[src/rtl/pgs_pkg.sv]
package pgs_pkg;

    typedef struct packed {
        logic en;
        logic ov;
        logic win;
    } flags_t;

    function automatic int unsigned us_to_cycles(longint unsigned hz, int unsigned us);
        longint unsigned c;
        c = (hz * longint'(us)) / 64'd1_000_000;
        return (c == 0) ? 32'd1 : 32'(c);
    endfunction

endpackage

[src/rtl/pgs_sync.sv]
module pgs_sync #(
    parameter int unsigned W = 3
) (
    input  logic         clk,
    input  logic         rst,
    input  logic [W-1:0] async_i,
    output logic [W-1:0] sync_o
);
    typedef struct packed {
        logic [W-1:0] s1;
        logic [W-1:0] s2;
    } st_t;

    st_t st_d, st_q;

    always_comb begin
        st_d    = st_q;
        st_d.s1 = async_i;
        st_d.s2 = st_q.s1;
    end

    always_ff @(posedge clk) begin
        if (rst) st_q <= '0;
        else     st_q <= st_d;
    end

    assign sync_o = st_q.s2;
endmodule

[src/rtl/pgs_debounce.sv]
module pgs_debounce #(
    parameter int unsigned FALL_CYC = 5,
    parameter int unsigned RISE_CYC = 10
) (
    input  logic clk,
    input  logic rst,
    input  logic en_s,
    input  logic win_s,
    output logic pg_o
);
    localparam int unsigned MAXC = (FALL_CYC > RISE_CYC) ? FALL_CYC : RISE_CYC;
    localparam int unsigned CW   = $clog2(MAXC + 1);
    localparam logic [CW-1:0] FALL_LIM = CW'(FALL_CYC - 1);
    localparam logic [CW-1:0] RISE_LIM = CW'(RISE_CYC - 1);

    typedef struct packed {
        logic          pg;
        logic [CW-1:0] cnt;
    } st_t;

    st_t st_d, st_q;
    logic [CW-1:0] limit;

    always_comb begin
        st_d  = st_q;
        limit = st_q.pg ? FALL_LIM : RISE_LIM;
        if (!en_s) begin
            st_d = '0;
        end else if (win_s == st_q.pg) begin
            st_d.cnt = '0;
        end else if (st_q.cnt == limit) begin
            st_d.pg  = ~st_q.pg;
            st_d.cnt = '0;
        end else begin
            st_d.cnt = st_q.cnt + 1'b1;
        end
    end

    always_ff @(posedge clk) begin
        if (rst) st_q <= '0;
        else     st_q <= st_d;
    end

    assign pg_o = st_q.pg;
endmodule

[src/rtl/pgs_fault.sv]
module pgs_fault (
    input  logic clk,
    input  logic rst,
    input  logic en_s,
    input  logic pg_q,
    input  logic ov_s,
    output logic fault_o,
    output logic gate_en_o
);
    typedef struct packed {
        logic latched;
    } st_t;

    st_t  st_d, st_q;
    logic trip;

    always_comb begin
        trip = en_s & ~pg_q & ov_s;
        st_d = st_q;
        if (!en_s)     st_d.latched = 1'b0;
        else if (trip) st_d.latched = 1'b1;
    end

    always_ff @(posedge clk) begin
        if (rst) st_q <= '0;
        else     st_q <= st_d;
    end

    assign fault_o   = en_s & (st_q.latched | trip);
    assign gate_en_o = en_s & ~fault_o;
endmodule

[src/rtl/pgood_supervisor.sv]
module pgood_supervisor #(
    parameter longint unsigned CLK_HZ  = 100_000_000,
    parameter int unsigned     FALL_US = 500,
    parameter int unsigned     RISE_US = 1000
) (
    input  logic clk,
    input  logic supply_rst,
    input  logic in_window_i,
    input  logic over_volt_i,
    input  logic out_en_i,
    output logic pwr_good_o,
    output logic fault_o,
    output logic gate_hi_en_o,
    output logic gate_lo_en_o
);
    import pgs_pkg::*;

    localparam int unsigned FALL_CYC = us_to_cycles(CLK_HZ, FALL_US);
    localparam int unsigned RISE_CYC = us_to_cycles(CLK_HZ, RISE_US);
    localparam int unsigned NFLAGS   = $bits(flags_t);
    localparam int unsigned NGATES   = 2;

    flags_t raw, synced;
    logic   win_s, ov_s, en_s;
    logic   pg_q, gate_en;
    logic [NGATES-1:0] gates;

    always_comb begin
        raw     = '0;
        raw.win = in_window_i;
        raw.ov  = over_volt_i;
        raw.en  = out_en_i;
    end

    pgs_sync #(.W(NFLAGS)) u_sync (
        .clk     (clk),
        .rst     (supply_rst),
        .async_i (raw),
        .sync_o  (synced)
    );

    assign win_s = synced.win;
    assign ov_s  = synced.ov;
    assign en_s  = synced.en;

    pgs_debounce #(.FALL_CYC(FALL_CYC), .RISE_CYC(RISE_CYC)) u_deb (
        .clk   (clk),
        .rst   (supply_rst),
        .en_s  (en_s),
        .win_s (win_s),
        .pg_o  (pg_q)
    );

    pgs_fault u_flt (
        .clk       (clk),
        .rst       (supply_rst),
        .en_s      (en_s),
        .pg_q      (pg_q),
        .ov_s      (ov_s),
        .fault_o   (fault_o),
        .gate_en_o (gate_en)
    );

    for (genvar g = 0; g < NGATES; g++) begin : g_gate
        assign gates[g] = gate_en;
    end

    assign pwr_good_o   = pg_q;
    assign gate_hi_en_o = gates[0];
    assign gate_lo_en_o = gates[1];
endmodule

[config.mk]
export PLATFORM = sky130hd
export DESIGN_NAME = pgood_supervisor
export DESIGN_NICKNAME = d
export VERILOG_FILES = /design/src/rtl/pgs_pkg.sv /design/src/rtl/pgs_sync.sv /design/src/rtl/pgs_debounce.sv /design/src/rtl/pgs_fault.sv /design/src/rtl/pgood_supervisor.sv
export SDC_FILE = /design/constraint.sdc
export NUM_CORES = 1
export LEC_CHECK = 0
export BUFFER_PORTS_ARGS = -buffer_cell sky130_fd_sc_hd__buf_2
export CAP_MARGIN = 30
export CORE_AREA = 2 2 41 80
export DETAILED_ROUTE_END_ITERATION = 12
export DIE_AREA = 0 0 43 82
export GPL_TIMING_DRIVEN = 0
export PLACE_DENSITY = 0.65
export SLEW_MARGIN = 20
export SYNTH_ARGS = -nofsm -noshare
export SYNTH_HDL_FRONTEND = slang
export SYNTH_HIERARCHICAL = 1
export SYNTH_SLANG_ARGS = --single-unit
[constraint.sdc]
create_clock -name clk -period 4.35 [get_ports clk]
set_input_delay 0 -clock clk [delete_from_list [all_inputs] [get_ports clk]]
set_output_delay 0 -clock clk [all_outputs]
set_load 0.03 [all_outputs]
**After elaboration in Yosys (flattened, before gate mapping)**

Index checks and enable logic that the tools add are counted.

- $add $sub $neg: 1
- Multiply operators: 0
- Div/mod/pow operators: 0
- Magnitude comparators: 0
- Equality and inequality tests: 2
- Shifts and indexed selects: 0
- Multiplexer cells: 1
- Bitwise operators: 9
- Reduce and logical (&&, ||, !) cells: 3

Operator list:

| kind | number |
|---|---|
| $add A17 B1 Y17 const B | 1 |
| $eq A17 B17 Y1 | 1 |
| $mux W17 | 1 |
| $and A1 B1 Y1 | 4 |
| $not A1 Y1 | 4 |
| $reduce_or A4 Y1 | 1 |
| $reduce_and A2 Y1 | 1 |
| $reduce_or A2 Y1 | 1 |
| $eq A1 B1 Y1 | 1 |
| $or A1 B1 Y1 | 1 |

- Register bits after elaboration: 25
- Bits in latches: 0
- RAM bits: 0
- ROM bits: 0
- Bits of input ports: 5
- Output and inout port bits: 4
- Memories: 0

**Depth between registers and ports, before layout**

- Depth after elaboration: 7
- Gate-level depth with buffers: 5

**Hierarchy**

The synthesis kept the hierarchy.

Modules (own cells, without submodules):

| module | instances | cells each | area each (sq um) | seq. area each (sq um) |
|---|---|---|---|---|
| pgs_debounce | 1 | 96 | 879.6 | 360.3 |
| pgs_sync | 1 | 12 | 157.7 | 120.1 |
| pgs_fault | 1 | 7 | 62.6 | 20.0 |
| pgood_supervisor | 1 | 1 | 7.5 | 0.0 |

**Worst setup path after synthesis**

Ideal clock, no wire load.

- Path kind: reg-to-reg
- From: register u_deb.st_q (netlist bit u_deb/pg_o)
- To: register u_deb/st_q[10] in the netlist's numbering
- Arrival: 2,033 ps
- Path slack: 2,185 ps
- Cell stages (with the launch flop): 6
- Buffers on the path: 1
- Period minus slack after synthesis: 2,165 ps
- Cells stage by stage: dfxtp_1 -> or3b_1 -> or4_4 -> a2111oi_4 -> buf_6 -> nor3_1

- Cells in the longest elaborated chain, start to end: 3
- Elaborated cells between the ends (all ways): 4
- Those cells by class: 2 x eq/ne; 1 x mux; 1 x reduce/logical

RTL lines:

| element | line | source |
|---|---|---|
| from (decl) | pgs_debounce.sv:21 | `st_t st_d, st_q;` |
| from (signal assigned) | pgs_debounce.sv:41 | `else st_q <= st_d;` |
| $mux W17 | pgs_debounce.sv:26 | `limit = st_q.pg ? FALL_LIM : RISE_LIM;` |
| $eq A17 B17 Y1 | pgs_debounce.sv:31 | `end else if (st_q.cnt == limit) begin` |
| $reduce_or A4 Y1 (no line) * | n/a |  |

Every way passes the cells marked *; elsewhere a longest branch is shown, timed or not.
A chain may end at the register's enable or synchronous reset.

**Worst setup path after layout**

Same ends and word-level chain as after synthesis.

==> flow_summary.json <==
{
  "run_status": "finished clean",
  "firstDrtPassIters": 4,
  "post_drt_wl_per_cell_um": 13.8,
  "fin_crit_sh": 0.518,
  "reg2reg_from": "u_deb/pg_o",
  "clk_pin_slew_ns": 0.09,
  "die-area_mm2": 0.00353,
  "die_y_um": 82,
  "synth_seq_cells": 25,
  "min_period_ns": 2.25,
  "drt_first_iter_violations": 22,
  "critPathMaxFanout": 10,
  "cts_tree": "yes",
  "synthArstFlopShare": 0,
  "via_per_inst": 5.55,
  "critPathLaunch": "u_deb/pg_o",
  "synthMuxAreaShare": 0.00904,
  "area_growth_pct": 17.5,
  "slowest_stage": "a2111oi_4",
  "synth_xor_area_frac": 0.127,
  "place.port_buffers": 8,
  "hold-worst-slack_ns": 0.454,
  "antenna_found_initial": 0,
  "numCtsBuffers": 3,
  "rrSetupSlack_ns": 2.10,
  "hold_depth": 1,
  "holdCritPathClass": "register to register",
  "synth-compound-area-share": 0.0520,
  "yosys.area.top_type": "dfxtp_1",
  "synth_area_mm2": 0.00111,
  "skew_ns": 0.00411,
  "crit_family": "simple AND/OR/NAND/NOR gates",
  "p_leak_nw": 0.399,
  "reg2regPathDepth": 5,
  "drt_wl_total_mm": 2.27,
  "tightest_slew_ns": 0.547,
  "cts_num_sinks": 25,
  "antenna_left": 0,
  "seqCellArea_um2": 500,
  "core_area_mm2": 0.00294,
  "yosysWarnings": 6,
  "dieWidth_um": 43,
  "hold_violations": 0,
  "finalSetupViolations": 0,
  "grt_pass1_wl_mm": 4.06,
  "htree_levels": 1,
  "start_util": 0.376,
  "drc": 0,
  "end_kind": "register",
  "final_nets": 142,
  "synth_ff_type": "dfxtp_1",
  "synth_common_cells": "25 x dfxtp_1, 20 x nor3_1, 13 x xnor2_1",
  "syn_inst": 116,
  "grt_pass1_vias": 1004,
  "synth_fa_ha_area_frac": 0.0113,
  "layout-drive-gt1-share": 0.126,
  "cts_setup_buffers": 0,
  "place_hpwl_mm": 1.69,
  "yosysMostFrequentCell": "dfxtp_1",
  "crit_cells": 5,
  "ys_types": 30,
  "fmax_mhz": 444,
  "synth_area_leaders": "dfxtp_1 45%, xnor2_1 10%, nor3_1 9.0%",
  "grt_max_degree": 15,
  "synth-simple-area-share": 0.312,
  "syn_area_per_cell_um2": 9.55,
  "p_per_area_mw_per_mm2": 293,
  "synth_top_family_by_area": "simple AND/OR/NAND/NOR gates",
  "critical_path_class": "register to register",
  "finalSetupTns_ns": 0,
  "r2r-end": "u_deb/st_q[10]",
  "critical_path.cell_chain": "or3b_1, or4_4, a2111oi_4, buf_6, nor3_1",
  "num_antenna_cells": 0,
  "ys_seq_area_frac": 0.452,
  "peakVddDrop_v": 0.000227,
  "clk_latency_ns": 0.26,
  "critPathCapture": "u_deb/st_q[10]",
  "multi_input_area_um2": 566,
  "routed-via-count": 915,
  "maxCapViolCount": 0,
  "synthesis.nets": 122,
  "clockRootBuffer": "clkbuf_8",
  "place.gp.congestion": 0.832,
  "gr-usage-all-layers": 0.148,
  "fill_cells": 299,
  "maxSlewViolCount": 0,
  "postCtsHoldBufs": 7,
  "max_slew_margin": 0.626,
  "num_io_pins": 9,
  "rows": 28,
  "cp_slowest_stage_delay_ns": 0.62,
  "path_buf_inv": 1,
  "hp-start": "u_sync/st_d[1]",
  "synth_top_area_frac": 0.452,
  "cts.repair.resized": 0,
  "cts_max_path_buffers": 2,
  "arrival_ns": 2.39,
  "cp.required_ns": 4.49,
  "synth_edf_count": 0,
  "cp-start-kind": "register",
  "rsz0062_at_grt": "no",
  "overflow": 0
}
==> sequential cells by signal, summed over array words and instances, names as in the netlist <==
name           cells
u_deb/pg_o         1
u_flt/st_q         1
u_deb/st_q        17
u_sync/sync_o      3
u_sync/st_d        3
==> placed cells by master (no fill, tap or decap), types with 3 or more instances in the layout <==
cell	n
clkbuf_8	3
inv_1	5
buf_2	8
nand4_1	4
xor2_1	3
xnor2_1	13
nor3_1	20
nand3_1	6
dlygate4sd3_1	7
nor4_1	5
nor2b_1	7
nand2_1	6
dfxtp_1	25
==> cells by family after synthesis <==
group,Yosys count
compound gates,5
xor+xnor,16
fa+ha+maj,1
buf+inv,8
flops,25
mux,1
simple gates,60
==> worst min-delay path by stage <==
stage / to
after floorplan: u_sync/st_d[0]
after global placement: u_sync/st_d[0]
after detailed placement: u_sync/st_d[0]
after CTS: u_sync/sync_o[1]
after global routing: u_sync/sync_o[0]
final: u_sync/sync_o[1]
==> per-stage QoR <==
| stage | cell area (um2) | total power [mW] | setup WS, ns | std cells | utilization |
|---|---|---|---|---|---|
| after detailed placement | 1180 | 0.248 | 2.11 | 154 | 0.403 |
| after global placement | 1180 | 0.247 | 2.15 | 154 | 0.403 |
| final | 1300 | 0.381 | 2.10 | 165 | 0.442 |
| after CTS | 1300 | 0.384 | 2.09 | 165 | 0.442 |
| after floorplan | 1110 | 0.244 | 2.19 | 116 | - |
| after global routing | 1300 | 0.396 | 1.96 | 165 | 0.442 |
==> layer usage <==
metal,vias up,GRT usage,share of wire
met1,430,0.141,0.35
met5,-,0,0
li1,449,-,-
met4,0,0.0939,0.035
met3,8,0.0220,0.031
met2,28,0.285,0.58
==> power breakdown <==
part | internal (mW) | total [mW] | switching, mW
Sequential | 0.231 | 0.233 | 0.00127
Combinational | 0.00877 | 0.0143 | 0.00557
Clock | 0.0639 | 0.134 | 0.0701
Total | 0.304 | 0.381 | 0.0769
==> area by class of cell <==
cell class,instances,share of cell area
repair buffers,15,0.0846
clock inverters,1,0.00385
well taps,30,0.0288
flip-flops and latches,25,0.385
plain buffers,3,0.0173
multi-input cells,83,0.435
clock buffers,3,0.0317
inverters,5,0.0144
(Power assumes the default switching activity.)
